File: src/rtl/por_pkg.sv
package por_pkg;

    localparam int DEF_SAMPLE_W = 12;
    localparam int DEF_TIMER_W  = 16;
    localparam int DEF_ACC_W    = 18;
    localparam int DEF_DECAY    = 1;

    typedef enum logic [1:0] {
        ST_HOLD   = 2'd0,
        ST_TIMING = 2'd1,
        ST_RUN    = 2'd2
    } por_state_e;

    typedef struct packed {
        logic tmr_start;
        logic tmr_run;
        logic integ_en;
        logic integ_clr;
    } por_cmd_t;

    // Control strobes derived from the current state and the qualified comparison
    function automatic por_cmd_t cmd_of(por_state_e st, logic valid_above);
        por_cmd_t c;
        c.tmr_start = (st == ST_HOLD) && valid_above;
        c.tmr_run   = (st == ST_TIMING);
        c.integ_en  = (st == ST_RUN);
        c.integ_clr = (st != ST_RUN);
        return c;
    endfunction

endpackage

File: src/rtl/por_hold_timer.sv
module por_hold_timer
    import por_pkg::*;
#(
    parameter int TIMER_W = DEF_TIMER_W
) (
    input  logic               clk,
    input  logic               rst,
    input  logic               start,
    input  logic               run,
    input  logic [TIMER_W-1:0] length,
    output logic               done
);
    localparam int EXT_W = TIMER_W + 1;

    logic [TIMER_W-1:0] len_q;
    logic [TIMER_W-1:0] cnt;
    logic [EXT_W-1:0]   cnt_next_ext;

    assign cnt_next_ext = EXT_W'(cnt) + EXT_W'(1);
    // Zero length behaves as one cycle: cnt+1 >= 0 holds at once
    assign done = run && (cnt_next_ext >= EXT_W'(len_q));

    always_ff @(posedge clk) begin
        if (rst) begin
            len_q <= '0;
            cnt   <= '0;
        end else if (start) begin
            len_q <= length;
            cnt   <= '0;
        end else if (run) begin
            cnt <= cnt + 1'b1;
        end
    end

    assert_cnt_steps_R3: assert property (@(posedge clk) disable iff (rst)
        run && !start |=> cnt == $past(cnt) + 1'b1);

    assert_len_frozen_R8: assert property (@(posedge clk) disable iff (rst)
        !start |=> len_q == $past(len_q));

endmodule

File: src/rtl/por_dip_integrator.sv
module por_dip_integrator
    import por_pkg::*;
#(
    parameter int SAMPLE_W = DEF_SAMPLE_W,
    parameter int ACC_W    = DEF_ACC_W,
    parameter int DECAY    = DEF_DECAY
) (
    input  logic                clk,
    input  logic                rst,
    input  logic                clr,
    input  logic                en,
    input  logic                valid,
    input  logic                below,
    input  logic [SAMPLE_W-1:0] depth,
    input  logic [ACC_W-1:0]    limit,
    output logic                trip
);
    localparam int              SUM_W   = ACC_W + 1;
    localparam logic [ACC_W-1:0] ACC_MAX = {ACC_W{1'b1}};
    localparam logic [ACC_W-1:0] DEC     = ACC_W'(DECAY);

    logic [ACC_W-1:0] acc;
    logic [ACC_W-1:0] lim_q;
    logic [SUM_W-1:0] sum;
    logic [ACC_W-1:0] acc_up;
    logic [ACC_W-1:0] acc_dn;

    always_comb begin
        sum    = SUM_W'(acc) + SUM_W'(depth);
        acc_up = sum[ACC_W] ? ACC_MAX : sum[ACC_W-1:0];
        acc_dn = (acc > DEC) ? (acc - DEC) : '0;
        trip   = en && valid && below && (acc_up >= lim_q);
    end

    always_ff @(posedge clk) begin
        if (rst) begin
            acc   <= '0;
            lim_q <= '0;
        end else if (clr) begin
            acc   <= '0;
            lim_q <= limit;
        end else if (en && valid) begin
            if (below) acc <= trip ? '0 : acc_up;
            else       acc <= acc_dn;
        end
    end

    assert_no_wrap_R9: assert property (@(posedge clk) disable iff (rst)
        en && valid && below && !trip |=> acc >= $past(acc));

    assert_decay_down_R6: assert property (@(posedge clk) disable iff (rst)
        en && valid && !below |=> acc <= $past(acc));

    assert_idle_hold_R6: assert property (@(posedge clk) disable iff (rst)
        en && !valid |=> acc == $past(acc));

    assert_trip_clears_R7: assert property (@(posedge clk) disable iff (rst)
        trip |=> acc == '0);

    assert_limit_frozen_R8: assert property (@(posedge clk) disable iff (rst)
        en |=> lim_q == $past(lim_q));

endmodule

File: src/rtl/por_seq_ctrl.sv
module por_seq_ctrl
    import por_pkg::*;
(
    input  logic       clk,
    input  logic       rst,
    input  logic       valid,
    input  logic       below,
    input  logic       tmr_done,
    input  logic       trip,
    output por_state_e state,
    output por_cmd_t   cmd
);
    por_state_e state_nx;

    assign cmd = cmd_of(state, valid && !below);

    always_comb begin
        state_nx = state;
        unique case (state)
            ST_HOLD:   if (valid && !below) state_nx = ST_TIMING;
            ST_TIMING: begin
                if (valid && below)  state_nx = ST_HOLD;
                else if (tmr_done)   state_nx = ST_RUN;
            end
            ST_RUN:    if (trip) state_nx = ST_HOLD;
            default:   state_nx = ST_HOLD;
        endcase
    end

    always_ff @(posedge clk) begin
        if (rst) state <= ST_HOLD;
        else     state <= state_nx;
    end

    assert_hold_below_R2: assert property (@(posedge clk) disable iff (rst)
        state == ST_HOLD && !(valid && !below) |=> state == ST_HOLD);

    assert_release_via_timer_R3: assert property (@(posedge clk) disable iff (rst)
        state != ST_RUN && !(state == ST_TIMING && tmr_done) |=> state != ST_RUN);

    assert_abort_timing_R4: assert property (@(posedge clk) disable iff (rst)
        state == ST_TIMING && valid && below |=> state == ST_HOLD);

endmodule

File: src/rtl/por_supervisor.sv
module por_supervisor
    import por_pkg::*;
#(
    parameter int SAMPLE_W = DEF_SAMPLE_W,
    parameter int TIMER_W  = DEF_TIMER_W,
    parameter int ACC_W    = DEF_ACC_W,
    parameter int DECAY    = DEF_DECAY
) (
    input  logic                clk,
    input  logic                rst,
    input  logic                sample_valid,
    input  logic [SAMPLE_W-1:0] sample,
    input  logic [SAMPLE_W-1:0] threshold,
    input  logic [TIMER_W-1:0]  hold_cycles,
    input  logic [ACC_W-1:0]    trip_limit,
    output logic                reset_n
);
    logic                below;
    logic [SAMPLE_W-1:0] depth;
    logic                tmr_done;
    logic                trip;
    por_state_e          state;
    por_cmd_t            cmd;

    // Single comparison shared by both directions: no hysteresis
    assign below   = sample < threshold;
    assign depth   = below ? (threshold - sample) : '0;
    assign reset_n = (state == ST_RUN);

    por_seq_ctrl u_ctrl (
        .clk      (clk),
        .rst      (rst),
        .valid    (sample_valid),
        .below    (below),
        .tmr_done (tmr_done),
        .trip     (trip),
        .state    (state),
        .cmd      (cmd)
    );

    por_hold_timer #(.TIMER_W(TIMER_W)) u_timer (
        .clk    (clk),
        .rst    (rst),
        .start  (cmd.tmr_start),
        .run    (cmd.tmr_run),
        .length (hold_cycles),
        .done   (tmr_done)
    );

    por_dip_integrator #(
        .SAMPLE_W (SAMPLE_W),
        .ACC_W    (ACC_W),
        .DECAY    (DECAY)
    ) u_integ (
        .clk   (clk),
        .rst   (rst),
        .clr   (cmd.integ_clr),
        .en    (cmd.integ_en),
        .valid (sample_valid),
        .below (below),
        .depth (depth),
        .limit (trip_limit),
        .trip  (trip)
    );

    assert_reset_low_R1: assert property (@(posedge clk)
        rst |=> !reset_n);

    assert_equal_is_above_R5: assert property (@(posedge clk) disable iff (rst)
        state == ST_HOLD && sample_valid && sample == threshold |=> state == ST_TIMING);

    assert_trip_drops_R7: assert property (@(posedge clk) disable iff (rst)
        reset_n && trip |=> !reset_n);

endmodule

File: config.mk
export PLATFORM = sky130hd
export DESIGN_NAME = por_supervisor
export DESIGN_NICKNAME = d
export VERILOG_FILES = /design/src/rtl/por_pkg.sv /design/src/rtl/por_hold_timer.sv /design/src/rtl/por_dip_integrator.sv /design/src/rtl/por_seq_ctrl.sv /design/src/rtl/por_supervisor.sv
export SDC_FILE = /design/constraint.sdc
export NUM_CORES = 1
export LEC_CHECK = 0
export BUFFER_PORTS_ARGS = -buffer_cell sky130_fd_sc_hd__buf_2
export CAP_MARGIN = 30
export CORE_AREA = 2 2 121 123
export CTS_CLUSTER_DIAMETER = 200
export DETAILED_ROUTE_END_ITERATION = 10
export DIE_AREA = 0 0 123 125
export SYNTH_ARGS = -nofsm -noshare
export SYNTH_HDL_FRONTEND = slang
export SYNTH_SLANG_ARGS = --single-unit
File: constraint.sdc
create_clock -name clk -period 8 [get_ports clk]
set_clock_uncertainty 0.2 [all_clocks]
set_input_delay 0 -clock clk [delete_from_list [all_inputs] [get_ports clk]]
set_output_delay 0 -clock clk [all_outputs]
set_load 0.01 [all_outputs]
==> impl_summary.txt <==
----------------------------------------------------
[Run status]
  Run status ... complete, no violations

[Logic synthesis]
  Area fraction of the dominant cell type after synthesis ... 0.253
  Number of flops mapped to enable cells by yosys ... 0
  Post-synth design cell area ... 0.00553 mm^2
  Post-synth top area cell ... sky130_fd_sc_hd__dfxtp_1
  Cell with the most instances after synthesis ... sky130_fd_sc_hd__nand2_1
  Share of flip-flops with an asynchronous set or reset ... 0
  Ranking of synthesized cells by area ... sky130_fd_sc_hd__dfxtp_1 25%, sky130_fd_sc_hd__ha_1 14%, sky130_fd_sc_hd__nand2_1 6.1%
  Synthesized netlist cell count ... 729
  Synth Warn # ... 0
  Synth unique cells ... 62
  Synth Register Bits ... 70
  Synthesized area per cell ... 7.58 um^2
  Nets in the synthesized netlist ... 853
  Fraction of the yosys area taken by sequential cells ... 0.253
  Commonest cells in the netlist ... 90 x sky130_fd_sc_hd__nand2_1, 84 x sky130_fd_sc_hd__nor2_1, 70 x sky130_fd_sc_hd__dfxtp_1
  Flip-flop cell with the highest count after synthesis ... sky130_fd_sc_hd__dfxtp_1

[GRT]
  First-pass GRT wire length ... 22700 um
  Overall routing resource usage ... 0.182
  Number of antenna violations at the first check in global routing ... 0
  Vias in the first global route ... 4732
  Maximum number of pins on one net before global-route repair ... 39
  Total overflow reported by the global router ... 0

[Worst setup path]
  Beginning of the critical path ... sample[2]
  Worst-path maximum fanout ... 18
  Worst Setup Path Type ... input port to flop
  Cell type with the highest occurrence count on the critical path ... sky130_fd_sc_hd__ha_1
  Nature of the critical path endpoint ... flop
  WP data required ... 8.02 ns
  Slowest cell on the critical path ... sky130_fd_sc_hd__o41ai_2
  Critical-path cell list ... buf_2 > inv_1 > ha_1 > nor2b_1 > o31a_1 > o41ai_2 > a2bb2oi_4 > nor2_1 > ha_1 > fa_1 > a211oi_1 > o31a_1 > o211ai_1 > nand2_1 > o21ai_0 > ha_1 > nand4_1 > a2111oi_0 > o31ai_1 > nand3_1 > a21oi_1 > buf_4 > a221oi_1 > nor2_1
  WP data arrival ... 6.05 ns
  Max incr delay on CP ... 0.52 ns
  Start of the worst register-to-register path ... u_integ.acc[0]
  Startpoint class of the critical path ... input port

[Timing]
  Max-slew violation total from the final report ... 0
  Slew @ Worst Pin ... 0.747 ns
  Final critical path time including I/O delays and setup ... 6.03 ns
  Max Freq ... 166 MHz
  Normalized max-slew margin ... 0.502
  Fin. Hold Viols ... 0
  Final worst-path setup slack ... 1.97 ns
  # setup viols final ... 0
  Final worst-path cycle share ... 0.754
  Setup repair after global routing missed its margin ... no
  Setup_tns ... 0 ns

[Route]
  Via count ... 5137
  Drt pass-1 iters ... 5
  Number of vias per cell ... 5.14
  Routed wire length ... 13400 um
  DRC errors left ... 0
  Post-DR wirelength/cell ... 13.4 um
  Starting DRT DRC Count ... 212
  Number of antenna-violating nets in the routed design ... 0

[Cells and area]
  Share of post-route cells with drive strength above 1 ... 0.110
  Final std cell area, no fill ... 0.00658 mm^2
  Nets ... 934
  # diodes ... 0
  Post-layout utilization of the core ... 0.463
  Area added between synthesis and finish ... 19.1%

[Die]
  Area of the die ... 0.0154 mm^2
  Die Height ... 125 um
  Starting density of the core ... 0.389
  Row Count ... 44
  CORE AREA ... 0.0142 mm^2
  I/O Pins ... 62
  Floorplan die width ... 123 um

[Flow run]
  Reported max-cap violation count ... 0

[Clock tree]
  Root buffer cell ... sky130_fd_sc_hd__clkbuf_16
  Total number of clock tree sinks ... 70
  Post-CTS repair timing setup buffer count ... 0
  Clock input transition at the sequential cells of the worst setup and hold paths ... 0.06 ns
  Total CTS buffers ... 9
  Htree depth ... 3
  CTS tree ... yes
  Post-cts sizing count ... 0
  Clock latency of the later-clocked register in the worst-skew pair ... 0.34 ns
  Hold buffer count at cts ... 35
  Maximum clock path buffer count ... 2

[Placement]
  Number of buffers added on ports ... 61
  Routability-driven placement congestion ratio ... 0.837
  Placement Cell Area ... 0.00596 mm^2
  Detailed-placement wirelength estimate ... 9940 um
  DP Worst Slack ... 1.68 ns

[Min path]
  Startpoint of the lowest-slack hold path ... rst
  Path category of the worst min-delay check ... input port to flop

[Pwr]
  Static leakage ... 0.00300 uW
  Largest voltage drop on the vdd net ... 0.127 mV
  Power density relative to cell area ... 157 mW/mm^2
  Power, Total ... 1030 uW

----------------------------------------------------
[flip-flops by register name (all words and copies together), names as in the netlist]
name,cells
u_integ.acc,18
u_integ.lim_q,18
u_timer.cnt,16
u_timer.len_q,16
u_ctrl.state,2
[worst paths after layout]
check / cells past startpoint / slack [ns] / end
min: 2 / 0.02 / u_timer.len_q[6]
max reg2reg: 16 / 3.25 / u_integ.acc[16]
max: 24 / 1.97 / u_integ.acc[16]
min reg2reg: 2 / 0.25 / u_integ.lim_q[1]
[routing by layer]
metal  wire length, um  track usage
met1              6860        0.266
met2              5780        0.274
met3               602       0.0214
met4               188       0.0622
met5                 0            0
[cell families (layout without fill, tap and decap cells)]
family	Yosys count	in the layout	share of synthesized area
AOI/OAI and AO/OA	184	184	0.212
xor gates and xnor gates	55	55	0.0871
adders and majority gates	63	63	0.145
buffers and inverters	88	174	0.0638
DFF	70	70	0.253
muxes	19	19	0.0344
and+or+nand+nor	250	250	0.204
[layout by cell type, fill, tap and decap left out, types with 3 or more instances in the layout]
cell                            netlist  layout
sky130_fd_sc_hd__clkbuf_16            0       9
sky130_fd_sc_hd__nand2_1             90      90
sky130_fd_sc_hd__a21oi_1             67      67
sky130_fd_sc_hd__o211ai_1             3       3
sky130_fd_sc_hd__o21a_1               7       7
sky130_fd_sc_hd__nand2b_1             8       8
sky130_fd_sc_hd__inv_1               59      59
sky130_fd_sc_hd__nor2_1              84      84
sky130_fd_sc_hd__dlygate4sd3_1        0      35
sky130_fd_sc_hd__nor3_1              11      11
sky130_fd_sc_hd__o31a_1               6       6
sky130_fd_sc_hd__a21o_1               7       7
sky130_fd_sc_hd__xnor2_1             33      33
sky130_fd_sc_hd__dfxtp_1             70      70
sky130_fd_sc_hd__xor2_1              22      22
sky130_fd_sc_hd__a221oi_1             5       5
sky130_fd_sc_hd__a31oi_1              4       4
sky130_fd_sc_hd__nand4_1             14      14
sky130_fd_sc_hd__nor2b_1              4       4
sky130_fd_sc_hd__or4_1                3       3
sky130_fd_sc_hd__a211oi_1            12      12
sky130_fd_sc_hd__nor4_1               3       3
sky130_fd_sc_hd__buf_4                1       3
sky130_fd_sc_hd__mux2i_1             19      19
sky130_fd_sc_hd__nand3_1             12      12
sky130_fd_sc_hd__o31ai_1              3       3
sky130_fd_sc_hd__and3_1               8       8
sky130_fd_sc_hd__o21bai_1             6       6
sky130_fd_sc_hd__buf_2                3      61
sky130_fd_sc_hd__o21ai_0             41      41
sky130_fd_sc_hd__ha_1                61      61
[cell type report]
type	count	area, um^2
Clock buffer	11	243
Clock inverter	5	33.8
Fill cell	1452	7620
Inverter	59	221
Multi-Input combinational cell	571	3770
Sequential cell	70	1400
Tap cell	184	230
Timing Repair Buffer	99	678
[critical path: cells and delay by family]
family / cells / cell delay, ns
buffers and inverters: 3 / 0.32
and+or+nand+nor: 6 / 0.98
adders and majority gates: 4 / 1.36
AOI/OAI and AO/OA: 11 / 3.39
[where the power goes]
part           internal (uW)  leakage (uW)  switching, uW
combinational            121       0.00230            160
sequential               365      0.000571           10.9
clock                    218      0.000132            157
[stage by stage]
step / hold WS, ns / std cells
after global routing: 0.0584 / 999
after detailed placement: 0.0373 / 948
after CTS: 0.0112 / 999
after global placement: 0.0308 / 947
after floorplan: -0.0595 / 729
final: 0.0167 / 999
No activity file was read; power rests on OpenSTA's default activity.
